## config.mk

```make
export PLATFORM = sky130hd
export DESIGN_NAME = csel_gate_top
export DESIGN_NICKNAME = d
export VERILOG_FILES = /design/src/rtl/csel_pkg.sv /design/src/rtl/csel_supervisor.sv /design/src/rtl/csel_ctrl.sv /design/src/rtl/csel_decode.sv /design/src/rtl/csel_gate_top.sv
export SDC_FILE = /design/constraint.sdc
export NUM_CORES = 1
export LEC_CHECK = 0
export BUFFER_PORTS_ARGS = -buffer_cell sky130_fd_sc_hd__buf_2
export CAP_MARGIN = 25
export CORE_ASPECT_RATIO = 2
export CORE_MARGIN = 4
export CORE_UTILIZATION = 30
export CTS_CLUSTER_SIZE = 16
export DETAILED_ROUTE_END_ITERATION = 6
export SYNTH_ARGS = -nofsm -noshare
export SYNTH_HDL_FRONTEND = slang
export SYNTH_SLANG_ARGS = --single-unit
```

## constraint.sdc

```tcl
create_clock -name clk -period 2.87 [get_ports clk]
set_input_delay 0.4305 -clock clk [delete_from_list [all_inputs] [get_ports clk]]
set_output_delay 0.4305 -clock clk [all_outputs]
set_load 0.05 [all_outputs]
```

## src/rtl/csel_pkg.sv

```systemverilog
package csel_pkg;

    typedef enum logic [1:0] {
        ST_SAFE   = 2'd0,
        ST_IDLE   = 2'd1,
        ST_SETTLE = 2'd2,
        ST_OPEN   = 2'd3
    } gate_st_e;

endpackage

```

## src/rtl/csel_supervisor.sv

```systemverilog
module csel_supervisor #(
    parameter int PG_W = 8
) (
    input  logic            clk,
    input  logic            rst_n,
    input  logic            pwr_good,
    input  logic            rst_done,
    input  logic            brown_out,
    input  logic [PG_W-1:0] pg_cycles,
    output logic            sys_ok
);

    typedef struct packed {
        logic [PG_W-1:0] run;
    } sup_t;

    sup_t sup_d, sup_q;

    always_comb begin
        sup_d = sup_q;
        if (!pwr_good || brown_out) begin
            // any loss of supply or brown-out restarts qualification
            sup_d.run = '0;
        end else if (sup_q.run < pg_cycles) begin
            sup_d.run = sup_q.run + 1'b1;
        end
    end

    always_ff @(posedge clk or negedge rst_n) begin
        if (!rst_n) begin
            sup_q <= '0;
        end else begin
            sup_q <= sup_d;
        end
    end

    // live inputs take part so that any fault reaches the gate at the next edge
    assign sys_ok = pwr_good && rst_done && !brown_out && (sup_q.run >= pg_cycles);

endmodule

```

## src/rtl/csel_ctrl.sv

```systemverilog
module csel_ctrl
    import csel_pkg::*;
#(
    parameter int ADDR_W = 4,
    parameter int SET_W  = 8
) (
    input  logic              clk,
    input  logic              rst_n,
    input  logic              sys_ok,
    input  logic              req_valid,
    input  logic [ADDR_W-1:0] req_addr,
    input  logic [SET_W-1:0]  settle_cycles,
    output logic              open_nx,
    output logic [ADDR_W-1:0] addr_nx,
    output logic              gate_open
);

    typedef struct packed {
        gate_st_e          st;
        logic [ADDR_W-1:0] addr;
        logic [SET_W-1:0]  cnt;
        logic              open;
    } ctrl_t;

    ctrl_t ctrl_d, ctrl_q;

    always_comb begin
        ctrl_d      = ctrl_q;
        ctrl_d.open = 1'b0;
        if (!sys_ok) begin
            // safe state: engine off, selects off, index re-initialised
            ctrl_d.st   = ST_SAFE;
            ctrl_d.addr = '0;
            ctrl_d.cnt  = '0;
        end else begin
            case (ctrl_q.st)
                ST_SAFE: begin
                    ctrl_d.st = ST_IDLE;
                end
                ST_IDLE: begin
                    if (req_valid) begin
                        ctrl_d.st   = ST_SETTLE;
                        ctrl_d.addr = req_addr;
                        ctrl_d.cnt  = '0;
                    end
                end
                ST_SETTLE: begin
                    if (!req_valid) begin
                        ctrl_d.st = ST_IDLE;
                    end else if (req_addr != ctrl_q.addr) begin
                        // gate still closed: reload and restart settling
                        ctrl_d.addr = req_addr;
                        ctrl_d.cnt  = '0;
                    end else if (ctrl_q.cnt >= settle_cycles) begin
                        ctrl_d.st   = ST_OPEN;
                        ctrl_d.open = 1'b1;
                    end else begin
                        ctrl_d.cnt = ctrl_q.cnt + 1'b1;
                    end
                end
                ST_OPEN: begin
                    if (req_valid && (req_addr == ctrl_q.addr)) begin
                        ctrl_d.open = 1'b1;
                    end else begin
                        // close first; a new index is taken from idle next edge
                        ctrl_d.st = ST_IDLE;
                    end
                end
                default: begin
                    ctrl_d.st = ST_SAFE;
                end
            endcase
        end
    end

    always_ff @(posedge clk or negedge rst_n) begin
        if (!rst_n) begin
            ctrl_q <= '{st: ST_SAFE, addr: '0, cnt: '0, open: 1'b0};
        end else begin
            ctrl_q <= ctrl_d;
        end
    end

    assign open_nx   = ctrl_d.open;
    assign addr_nx   = ctrl_d.addr;
    assign gate_open = ctrl_q.open;

endmodule

```

## src/rtl/csel_decode.sv

```systemverilog
module csel_decode #(
    parameter int ADDR_W = 4,
    parameter int GRP_W  = 2
) (
    input  logic                 clk,
    input  logic                 rst_n,
    input  logic                 open_nx,
    input  logic [ADDR_W-1:0]    addr_nx,
    output logic [2**ADDR_W-1:0] cs_n
);

    localparam int NSEL = 2**ADDR_W;

    typedef struct packed {
        logic [NSEL-1:0] cs_n;
    } dec_t;

    dec_t            dec_d, dec_q;
    logic [NSEL-1:0] hot;

    generate
        if (GRP_W == 0) begin : g_flat
            for (genvar i = 0; i < NSEL; i++) begin : g_bit
                assign hot[i] = (addr_nx == ADDR_W'(i));
            end
        end else begin : g_tree
            localparam int MEM_W = ADDR_W - GRP_W;
            localparam int NGRP  = 2**GRP_W;
            localparam int NMEM  = 2**MEM_W;
            logic [NGRP-1:0] grp_hot;
            logic [NMEM-1:0] mem_hot;
            for (genvar g = 0; g < NGRP; g++) begin : g_grp
                assign grp_hot[g] = (addr_nx[ADDR_W-1:MEM_W] == GRP_W'(g));
            end
            for (genvar m = 0; m < NMEM; m++) begin : g_mem
                assign mem_hot[m] = (addr_nx[MEM_W-1:0] == MEM_W'(m));
            end
            for (genvar g = 0; g < NGRP; g++) begin : g_row
                for (genvar m = 0; m < NMEM; m++) begin : g_col
                    assign hot[g*NMEM+m] = grp_hot[g] & mem_hot[m];
                end
            end
        end
    endgenerate

    always_comb begin
        dec_d      = dec_q;
        dec_d.cs_n = open_nx ? ~hot : '1;
    end

    always_ff @(posedge clk or negedge rst_n) begin
        if (!rst_n) begin
            dec_q <= '{cs_n: '1};
        end else begin
            dec_q <= dec_d;
        end
    end

    assign cs_n = dec_q.cs_n;

endmodule

```

## src/rtl/csel_gate_top.sv

```systemverilog
module csel_gate_top #(
    parameter int ADDR_W = 4,
    parameter int GRP_W  = 2,
    parameter int SET_W  = 8,
    parameter int PG_W   = 8
) (
    input  logic                 clk,
    input  logic                 rst_n,
    input  logic                 req_valid,
    input  logic [ADDR_W-1:0]    req_addr,
    input  logic [SET_W-1:0]     settle_cycles,
    input  logic [PG_W-1:0]      pg_cycles,
    input  logic                 pwr_good,
    input  logic                 rst_done,
    input  logic                 brown_out,
    output logic                 gate_open,
    output logic [2**ADDR_W-1:0] cs_n
);

    logic              sys_ok;
    logic              open_nx;
    logic [ADDR_W-1:0] addr_nx;

    csel_supervisor #(.PG_W(PG_W)) u_sup (
        .clk       (clk),
        .rst_n     (rst_n),
        .pwr_good  (pwr_good),
        .rst_done  (rst_done),
        .brown_out (brown_out),
        .pg_cycles (pg_cycles),
        .sys_ok    (sys_ok)
    );

    csel_ctrl #(.ADDR_W(ADDR_W), .SET_W(SET_W)) u_ctrl (
        .clk           (clk),
        .rst_n         (rst_n),
        .sys_ok        (sys_ok),
        .req_valid     (req_valid),
        .req_addr      (req_addr),
        .settle_cycles (settle_cycles),
        .open_nx       (open_nx),
        .addr_nx       (addr_nx),
        .gate_open     (gate_open)
    );

    csel_decode #(.ADDR_W(ADDR_W), .GRP_W(GRP_W)) u_dec (
        .clk     (clk),
        .rst_n   (rst_n),
        .open_nx (open_nx),
        .addr_nx (addr_nx),
        .cs_n    (cs_n)
    );

endmodule

```

==> reports/qor.yml, run 1 <==
regArea_um2: 996.0
grt_usage_pct: 11.60
finalPower_mw: 1.218
overflow: 0
worst_pin_slew_ns: 0.9210
period_needed_ns: 2.431
most-common-layout-cells: "buf_2, nand2_1, dfrtp_1"
port_buffers: 42
yosys_register_bits: 39
setup_tns_ns: 0
syn_inst: 254
ant_nets: 0
cp_cell_sequence: "inv_1, ha_1, and2b_1, nor2b_1, a22o_2, nand2_1, nor4_2, nand2_1"
dp_hpwl_um: 4355
cts_tree: "yes"
ys.flop_type: "dfrtp_1"
rsz0062_at_grt: "no"
cp-start-kind: "flop"
cp_data_required_time_ns: 3.06
antenna_cells: 0
viasPerCell: 5.115
finalClockSkew_ns: 0.002692
maxCapViolations: 0
nFillCells: 793
setup_viol: 0
cpMostUsedCell: "nand2_1"
synth_cell_types: 47
multiInputGateArea_mm2: 0.001287
cp-end-kind: "flop"
root_buffer: "clkbuf_16"
num_rows: 45
drt_iter0_markers: 65
die_area_mm2: 0.009576
grt_max_degree: 40
crit_path_end: "u_dec.cs_n[10]"
route.vias.total: 2010
synth_seq_area_share_pct: 41.52
utilization_pct: 37.05
core-area_mm2: 0.007714
cts_resized: 0
ios: 43
drive_above_1_share_pct: 27.42
drc: 0
cp_slowest_stage_delay_ns: 0.42
post-route-period-util_pct: 84.70
worstHoldPathType: "input pin to async pin"
hold_violations: 0
postCtsHoldBufs: 0
max_freq_ghz: 0.4114
grt_pass1_vias: 2048
leakagePower_nw: 1.217
clkTransAtPathRegs_ns: 0.06
layout_commonest_cell: "buf_2"
gp_congestion: 0.7635
antenna_found_initial: 0
die_h_um: 134.5
cts.sinks: 39
first_pass_iters: 4
powerDensity_mw_per_mm2: 426.1
syn-num-nets: 302
die_w_um: 71.23
finalWirelength_um: 5534
drv_slew: 0
ys_async_sr_fraction_pct: 100.0
timing.slew.headroom_pct: 38.60
r2r-start: "u_ctrl.ctrl_q[13]"
htree_levels: 2
crit_arrival_ns: 2.62
syn2layout_area_growth_pct: 19.14
syn_area_mm2: 0.002399
fin_nets: 346
peakVddDrop_uv: 213.4
synth-edff-count: 0
critPathLaunch: "u_ctrl.ctrl_q[13]"
cts_max_path_buffers: 2
post_cts_buffers: 0
clk_latency_ns: 0.28
r2r_end: "u_dec.cs_n[10]"
critPathSlowestCell: "dfrtp_1"
crit_fanout: 7
r2r_cells: 8
ys_warn_count: 0
cts_buffers: 5
ff2ff_setup_slack_ns: 0.44
criticalPathCategory: "flop to flop"
wl_per_cell_um: 14.08
syn_area_per_cell_um2: 9.443
status: "finished, final reports clean"
grt_pass1_wl_um: 9052
initial_core_util_pct: 31.09
## cells by family (layout without fill, tap and decap cells)
family          after synthesis  count (layout)  synth area share [%]
simple gates                106             106                 24.31
compound gates               55              55                 15.60
flops                        39              39                 41.52
buf+inv                      26              71                 4.799
fa+ha+maj                    22              22                 11.48
xor+xnor                      4               4                 1.460
mux                           2               2                0.8347
## synth_stat cells (2+ instances only)
master	count	share of area (%)
a21oi_1	17	3.5
ha_1	22	11
dfrtp_1	23	24
mux2i_1	2	0.83
o21ai_0	11	2.3
dfstp_2	16	18
a31oi_1	6	1.6
and2_1	2	0.52
nor2b_1	5	1.3
a22o_2	2	0.83
nand3_1	11	2.3
a22o_1	2	0.73
xor2_1	4	1.5
nand2_1	35	5.5
and3_1	2	0.52
nor4_2	2	1.0
nand3b_1	4	1.3
buf_6	2	0.94
inv_1	20	3.1
o21a_1	4	1.3
buf_1	2	0.31
nor2_1	15	2.3
buf_2	2	0.42
or2_2	3	0.78
nand4_1	9	2.3
a22oi_1	2	0.63
or3_1	7	1.8
nand2b_1	3	0.78
## per-layer routing
layer | up-vias | share of wire [%] | global-route usage, %
met5 | - | 0 | 0
met4 | 0 | 1.8 | 4.916
met3 | 7 | 3.4 | 1.416
met2 | 40 | 58 | 23.46
met1 | 984 | 36 | 11.12
li1 | 979 | - | -
## critical path: cells and delay by family, from the launching register on
kind                       cells  cell delay, ns
buffers and inverters          1            0.09
adders and majority gates      1            0.32
AOI/OAI and AO/OA              1            0.30
DFF                            1            0.42
and+or+nand+nor                5            1.21
## how the worst min path moves through the flow
stage,startpoint,cells past startpoint,to
floorplan,rst_n,0,u_ctrl.ctrl_q[10]
global placement,u_sup.sup_q[7],2,u_sup.sup_q[7]
detailed placement,u_sup.sup_q[7],2,u_sup.sup_q[7]
CTS,rst_n,1,u_ctrl.ctrl_q[8]
global route,rst_n,1,u_ctrl.ctrl_q[8]
finish,rst_n,1,u_ctrl.ctrl_q[8]
## metrics by stage
stage | hold WS (ns) | setup WS, ns | instance area [um^2] | std cells
global placement | 0.5398 | 0.4564 | 2694 | 385
detailed placement | 0.5558 | 0.4351 | 2694 | 385
floorplan | 0.1349 | 0.8156 | 2399 | 254
CTS | 0.2919 | 0.4560 | 2858 | 393
finish | 0.2567 | 0.4390 | 2858 | 393
global route | 0.3278 | 0.2811 | 2858 | 393
## final cells by class
class	instances	share of cell area, %
clock inverter	2	0.4816
tap	94	4.116
multi-input combinational	189	45.05
sequential	39	34.85
timing repair buffer	43	7.618
clock buffer	6	5.254
inverter	20	2.627
## sequential cells by signal, summed over array words and instances, names as in the netlist
name              count
u_sup.sup_q           8
u_ctrl.ctrl_q        14
u_ctrl.gate_open      1
u_dec.cs_n           16
## where the power goes
group	switching (mW)	internal, mW
Clock	0.215	0.374
Sequential	0.00160	0.553
Combinational	0.0423	0.0323
Power figures use the tool's default switching activity.
==> run 2, diff against run 1 <==
==> constraint.sdc (replaced) <==
create_clock -name clk -period 2.05 [get_ports clk]
set_input_delay 0.3075 -clock clk [delete_from_list [all_inputs] [get_ports clk]]
set_output_delay 0.3075 -clock clk [all_outputs]
set_load 0.05 [all_outputs]
==> run 2 against run 1 <==
Compared with the run above: the run now ends with setup timing left; design area is 15% higher; total power grew 41%; utilization grew 5.7 points; clock-buffer cell count is 1 higher; cell count increased by 7.1%; worst hold slack lost 0.17 ns; die area unchanged.
==> reports/qor.yml, run 2 (synthesized netlist as in run 1, its figures left out) <==
clk_latency_ns: 0.28  # about the same
drt_iter0_markers: 103  # was 65
viasPerCell: 5.033  # was 5.115
gp_congestion: 0.7864  # was 0.7635
finalClockSkew_ns: 0.005995  # was 0.002692 ns
crit_fanout: 4  # was 7
multiInputGateArea_mm2: 0.001508  # was 0.001287 mm^2
rsz0062_at_grt: "yes"  # was no
cts_tree: "yes"  # unchanged
timing.slew.headroom_pct: 66.20  # was 38.60%
cts_max_path_buffers: 2  # unchanged
cp_data_required_time_ns: 2.26  # was 3.06 ns
wl_per_cell_um: 14.30  # was 14.08 um
fin_hold_ws_ns: 0.08268  # was 0.2567 ns
dp_cells: 412  # was 385
grt_usage_pct: 13.06  # was 11.60%
clkTransAtPathRegs_ns: 0.06  # about the same
die_h_um: 134.5  # unchanged
setup_tns_ns: -0.01537  # was 0 ns
peakVddDrop_uv: 347.7  # was 213.4 uV
initial_core_util_pct: 31.09  # unchanged
crit_arrival_ns: 2.27  # was 2.62 ns
worst_pin_slew_ns: 0.5070  # was 0.9210 ns
port_buffers: 42  # unchanged
antenna_cells: 0  # unchanged
most-common-layout-cells: "buf_2, nand2_1, buf_4"  # was buf_2, nand2_1, dfrtp_1
die_w_um: 71.23  # unchanged
final_cells: 421  # was 393
htree_levels: 2  # unchanged
worstHoldPathType: "input pin to async pin"  # unchanged
hold_violations: 0  # unchanged
nFillCells: 757  # was 793
r2r_cells: 6  # was 8
r2r-start: "u_ctrl.ctrl_q[7]"  # was u_ctrl.ctrl_q[13]
finalWirelength_um: 6021  # was 5534 um
max_freq_ghz: 0.4842  # was 0.4114 GHz
ant_nets: 0  # unchanged
first_pass_iters: 4  # unchanged
dp_hpwl_um: 4645  # was 4355 um
syn2layout_area_growth_pct: 37.40  # was 19.14%
cp-start-kind: "flop"  # unchanged
ff2ff_setup_slack_ns: -0.02  # was 0.44 ns
r2r_end: "u_ctrl.ctrl_q[14]"  # was u_dec.cs_n[10]
cts.sinks: 39  # unchanged
root_buffer: "clkbuf_16"  # unchanged
drc: 0  # unchanged
ios: 43  # unchanged
core-area_mm2: 0.007714  # unchanged
final_area_mm2: 0.003296  # was 0.002858 mm^2
pre_cts_slack_ns: -0.2435  # was 0.4351 ns
period_needed_ns: 2.065  # was 2.431 ns
fin_nets: 374  # was 346
drive_above_1_share_pct: 41.28  # was 27.42%
largest_reg_flops: 16  # unchanged
grt_pass1_vias: 2225  # was 2,048
failed_checks: "setup timing"
layout_commonest_cell: "buf_2"  # unchanged
criticalPathCategory: "flop to flop"  # unchanged
placed_cell_area_mm2: 0.002909  # was 0.002694 mm^2
setup_ws_ns: -0.01537  # was 0.4390 ns
cts_buffers: 5  # unchanged
powerDensity_mw_per_mm2: 520.3  # was 426.1 mW/mm^2
route.vias.total: 2119  # was 2,010
setup_viol: 1  # was 0
leakagePower_nw: 1.443  # was 1.217 nW
drv_slew: 0  # unchanged
die_area_mm2: 0.009576  # unchanged
post-route-period-util_pct: 100.7  # was 84.70%
grt_pass1_wl_um: 10070  # was 9052 um
antenna_found_initial: 0  # unchanged
regArea_um2: 996.0  # unchanged
status: "finished with violations"  # was finished, final reports clean
maxCapViolations: 0  # unchanged
cp-end-kind: "flop"  # unchanged
grt_max_degree: 40  # unchanged
num_rows: 45  # unchanged
overflow: 0  # unchanged
## run 2: timing repair
action / in CTS / in global routing
buffers inserted: 1 / 1
pin swaps: 4 / 8
hold endpoints to repair: 0 / 0
endpoints found under the setup margin: 26 / 31
hold buffers: 0 / 0
gates resized for setup: 5 / 32
## run 2: layer usage
metal	wire, um	share of wire, %	GRT usage [%]	vias up
met2	3502	58	25.82	48
met5	0	0	0	-
met1	2152	36	13.04	1020
met3	207	3.4	1.565	10
met4	159	2.6	5.649	0
li1	-	-	-	1041
## run 2: area by class of cell
class / count / share of cell area, %
multi-input cells: 189 / 45.75
flip-flops and latches: 39 / 30.22
repair buffers: 71 / 13.36
clock buffers: 7 / 4.632
well taps: 94 / 3.569
inverters: 20 / 2.278
clock inverters: 1 / 0.1898
## run 2: how the worst max path moves through the flow
stage | from | endpoint | slack (ns) | cells after the start
floorplan | u_ctrl.ctrl_q[1] | u_ctrl.ctrl_q[2] | 0.04 | 9
global placement | settle_cycles[0] | u_ctrl.ctrl_q[13] | -0.20 | 8
detailed placement | settle_cycles[0] | u_ctrl.ctrl_q[13] | -0.24 | 8
CTS | u_ctrl.ctrl_q[1] | u_ctrl.ctrl_q[13] | -0.02 | 8
global route | u_ctrl.ctrl_q[6] | u_ctrl.ctrl_q[14] | -0.09 | 6
finish | u_ctrl.ctrl_q[7] | u_ctrl.ctrl_q[14] | -0.02 | 6
## run 2: per-stage QoR
stage               util (%)  power (mW)
floorplan                  -      0.8409
global route           42.73       1.785
finish                 42.73       1.715
global placement       37.71      0.8971
CTS                    40.19       1.727
detailed placement     37.71      0.8998
## run 2: critical path, stage by stage, from the launching register on
cell and delay (ns):
dfrtp_1 0.42, ha_4 0.28, nand4_1 0.13, o31ai_4 0.40, a41oi_2 0.25, or3_4 0.38
a21oi_2 0.12
## run 2: power breakdown
group	switching (mW)	internal, mW
combinational	0.0684	0.0542
sequential	0.00195	0.773
clock	0.299	0.518
==> run 3, diff against run 2 <==
--- a/config.mk
+++ b/config.mk
@@ -14,4 +14,5 @@
 export DETAILED_ROUTE_END_ITERATION = 6
 export SYNTH_ARGS = -nofsm -noshare
 export SYNTH_HDL_FRONTEND = slang
+export SYNTH_HIERARCHICAL = 1
 export SYNTH_SLANG_ARGS = --single-unit
==> run 3 against run 2 <==
Compared with the run above: the flow still finishes with violations (setup timing); clock skew rose by 0.00086 ns; design area down 0.27%; register-to-register slack got worse by 0.10 ns; die area shrank 1.5%; synthesized cell count is 7.1% lower; global-route usage shrank 0.40 points; worst hold slack worse by 0.011 ns; largest power group unchanged.
==> reports/qor.yml, run 3 <==
synth_area_leaders: "dfrtp_1, dfstp_2, ha_1, nand2_1, inv_1"  # was dfrtp_1, dfstp_2, ha_1, nand2_1, a21oi_1
crit_arrival_ns: 2.36  # was 2.27 ns
synth_xor_area_share_pct: 1.485  # was 1.461%
cp-end-kind: "flop"  # unchanged
worst_pin_slew_ns: 0.7181  # was 0.5070 ns
met2_usage_pct: 24.82  # was 25.82%
multiInputGateArea_mm2: 0.001468  # was 0.001508 mm^2
nFillCells: 747  # was 757
worstHoldPathType: "input pin to async pin"  # unchanged
synth_top_family_by_area: "simple AND/OR/NAND/NOR gates"  # unchanged
wl_per_cell_um: 14.51  # was 14.30 um
timing.slew.headroom_pct: 52.13  # was 66.20%
critPathLaunch: "u_sup/sup_q[1]"  # was u_ctrl.ctrl_q[7]
ff2ff_setup_slack_ns: -0.12  # was -0.02 ns
leakagePower_nw: 1.484  # was 1.443 nW
dp_hpwl_um: 4542  # was 4645 um
viasPerCell: 5.005  # was 5.033
yosys_register_bits: 39  # unchanged
htree_levels: 2  # unchanged
synth_top_area_share_pct: 24.40  # was 24.00%
ios: 43  # unchanged
hold_violations: 0  # unchanged
syn_area_mm2: 0.002359  # was 0.002399 mm^2
crit_fanout: 4  # unchanged
root_buffer: "clkbuf_16"  # unchanged
antenna_cells: 0  # unchanged
drt_iter0_markers: 96  # was 103
setup_ws_ns: -0.1167  # was -0.01537 ns
largest_reg_flops: 16  # unchanged
finalWirelength_um: 5893  # was 6021 um
synth_cell_types: 49  # was 47
drive_above_1_share_pct: 48.40  # was 41.28%
syn2layout_area_growth_pct: 39.36  # was 37.40%
clk_latency_ns: 0.28  # about the same
r2r_cells: 10  # was 6
cts_tree: "yes"  # unchanged
port_buffers: 42  # unchanged
post-route-period-util_pct: 105.7  # was 100.7%
crit_path_end: "u_ctrl/ctrl_q[6]"  # was u_ctrl.ctrl_q[14]
synth_seq_area_share_pct: 42.23  # was 41.52%
cp_cell_sequence: "ha_4, nor2b_4, o211ai_2, a31oi_1, o211a_4, nand3_4, nor2_4, and2_4, o211ai_4, o31ai_2"  # was ha_4, nand4_1, o31ai_4, a41oi_2, or3_4, a21oi_2
die_area_mm2: 0.009430  # was 0.009576 mm^2
path_delay_family: "compound AO/OA/AOI/OAI gates"  # unchanged
r2r_end: "u_ctrl/ctrl_q[6]"  # was u_ctrl.ctrl_q[14]
drc: 0  # unchanged
peakVddDrop_uv: 264.2  # was 347.7 uV
route.vias.total: 2032  # was 2,119
ys_async_sr_fraction_pct: 100.0  # unchanged
r2r-start: "u_sup/sup_q[1]"  # was u_ctrl.ctrl_q[7]
syn_inst: 236  # was 254
powerDensity_mw_per_mm2: 522.7  # was 520.3 mW/mm^2
syn-num-nets: 283  # was 302
met1_usage_pct: 12.12  # was 13.04%
clkTransAtPathRegs_ns: 0.06  # about the same
setup_viol: 26  # was 1
num_rows: 45  # unchanged
synth_compound_area_share_pct: 18.09  # was 15.60%
finalPower_mw: 1.718  # was 1.715 mW
ys.flop_type: "dfrtp_1"  # unchanged
cp_slowest_stage_delay_ns: 0.42  # about the same
synthAdderAreaFrac_pct: 11.14  # was 11.48%
yosysMostFrequentCell: "nand2_1"  # unchanged
grt_max_degree: 33  # was 40
syn_area_per_cell_um2: 9.994  # was 9.443 um^2
core-area_mm2: 0.007601  # was 0.007714 mm^2
overflow: 0  # unchanged
finalClockSkew_ns: 0.006859  # was 0.005995 ns
drv_slew: 0  # unchanged
ys_warn_count: 6  # was 0
most-common-layout-cells: "buf_2, buf_4, dfrtp_1"  # was buf_2, nand2_1, buf_4
ant_nets: 0  # unchanged
postCtsHoldBufs: 0  # unchanged
period_needed_ns: 2.167  # was 2.065 ns
initial_core_util_pct: 31.03  # was 31.09%
grt_pass1_vias: 2110  # was 2,225
rsz0062_at_grt: "yes"  # unchanged
antenna_found_initial: 0  # unchanged
utilization_pct: 43.24  # was 42.73%
failed_checks: "setup timing"  # unchanged
synth-edff-count: 0  # unchanged
gp_congestion: 0.7922  # was 0.7864
fin_nets: 358  # was 374
synthMuxAreaShare_pct: 0.4244  # was 0.8346%
cp_data_required_time_ns: 2.24  # was 2.26 ns
grt_usage_pct: 12.67  # was 13.06%
final_area_mm2: 0.003287  # was 0.003296 mm^2
critPathSlowestCell: "dfrtp_1"  # unchanged
yosys-top-cells-count: "nand2_1, dfrtp_1, ha_1, inv_1, dfstp_2"  # was nand2_1, dfrtp_1, ha_1
criticalPathCategory: "flop to flop"  # unchanged
placed_cell_area_mm2: 0.002873  # was 0.002909 mm^2
path_buf_inv: 0  # unchanged
first_pass_iters: 4  # unchanged
max_freq_ghz: 0.4615  # was 0.4842 GHz
cts.sinks: 39  # unchanged
dp_cells: 394  # was 412
cp-start-kind: "flop"  # unchanged
synth_top_area_cell: "dfrtp_1"  # unchanged
cts_max_path_buffers: 2  # unchanged
path_depth: 10  # was 6
use_met3_pct: 2.341  # was 1.565%
grt-busiest-layer: "met2"  # unchanged
die_w_um: 70.70  # was 71.23 um
layout_commonest_cell: "buf_2"  # unchanged
fin_hold_ws_ns: 0.07120  # was 0.08268 ns
final_cells: 406  # was 421
grt_pass1_wl_um: 9632  # was 10,070 um
maxCapViolations: 0  # unchanged
cts_buffers: 5  # unchanged
synthSimpleGateAreaFrac_pct: 21.06  # was 24.31%
die_h_um: 133.4  # was 134.5 um
regArea_um2: 996.0  # unchanged
status: "finished with violations"  # unchanged
-- run 3: changes by cell type in the layout (fill, tap and decap cells not counted), moves of 5 or more --
cell / delta
a31oi_1: -5
ha_1: +5
ha_4: -6
nand2_1: -16
nand2_2: +5
nand3_1: -6
nor2_2: -5
o21ai_1: +6
-- run 3: stage by stage --
step	TNS, ns	worst slack, ns
2_1_floorplan	-1.225	-0.1812
3_3_place_gp	-3.802	-0.2159
3_5_place_dp	-4.608	-0.2460
4_1_cts	-2.223	-0.1263
5_1_grt	-4.607	-0.2357
6_report	-1.976	-0.1167
-- run 3: logic make-up after synthesis --
kind of cell,after synthesis
simple gates,84
compound gates,59
flops,39
buf+inv,28
fa+ha+maj,21
xor+xnor,4
mux,1
-- run 3: cell type report --
type	instances	area share, %
Tap cell	94	3.578
Multi-Input combinational cell	169	44.65
Inverter	21	2.398
Timing Repair Buffer	75	14.27
Clock buffer	8	4.796
Sequential cell	39	30.30
-- run 3: metal layers --
layer	vias to the layer above	wire length, um
li1	986	-
met1	1009	2065
met2	28	3482
met3	9	169
met4	0	175
met5	-	0
-- run 3: worst min-delay path by stage --
stage,start,endpoint,slack [ns],cells after the start
detailed placement,rst_n,u_sup/sup_q[6],0.41,1
global route,rst_n,u_sup/sup_q[6],0.15,1
global placement,rst_n,u_sup/sup_q[6],0.41,1
CTS,rst_n,u_sup/sup_q[6],0.11,1
finish,rst_n,u_sup/sup_q[6],0.07,1
floorplan,rst_n,u_ctrl/ctrl_q[10],0.01,0
-- run 3: repair_timing --
item / in CTS / in global routing
resized for setup: 22 / 28
buffers inserted: 2 / 2
pin swaps: 5 / 18
hold endpoints to repair: 0 / 0
setup endpoints to repair: 27 / 26
-- run 3: worst register-to-register path, delay by kind of cell (launching register included) --
kind,cells,cell delay [ns]
compound gates,5,0.87
fa+ha+maj,1,0.28
flops,1,0.42
simple gates,4,0.51
-- run 3: where the power goes --
part	internal [mW]	total [mW]	switching, mW
sequential	0.774	0.775	0.00152
combinational	0.0547	0.123	0.0683
clock	0.526	0.820	0.294
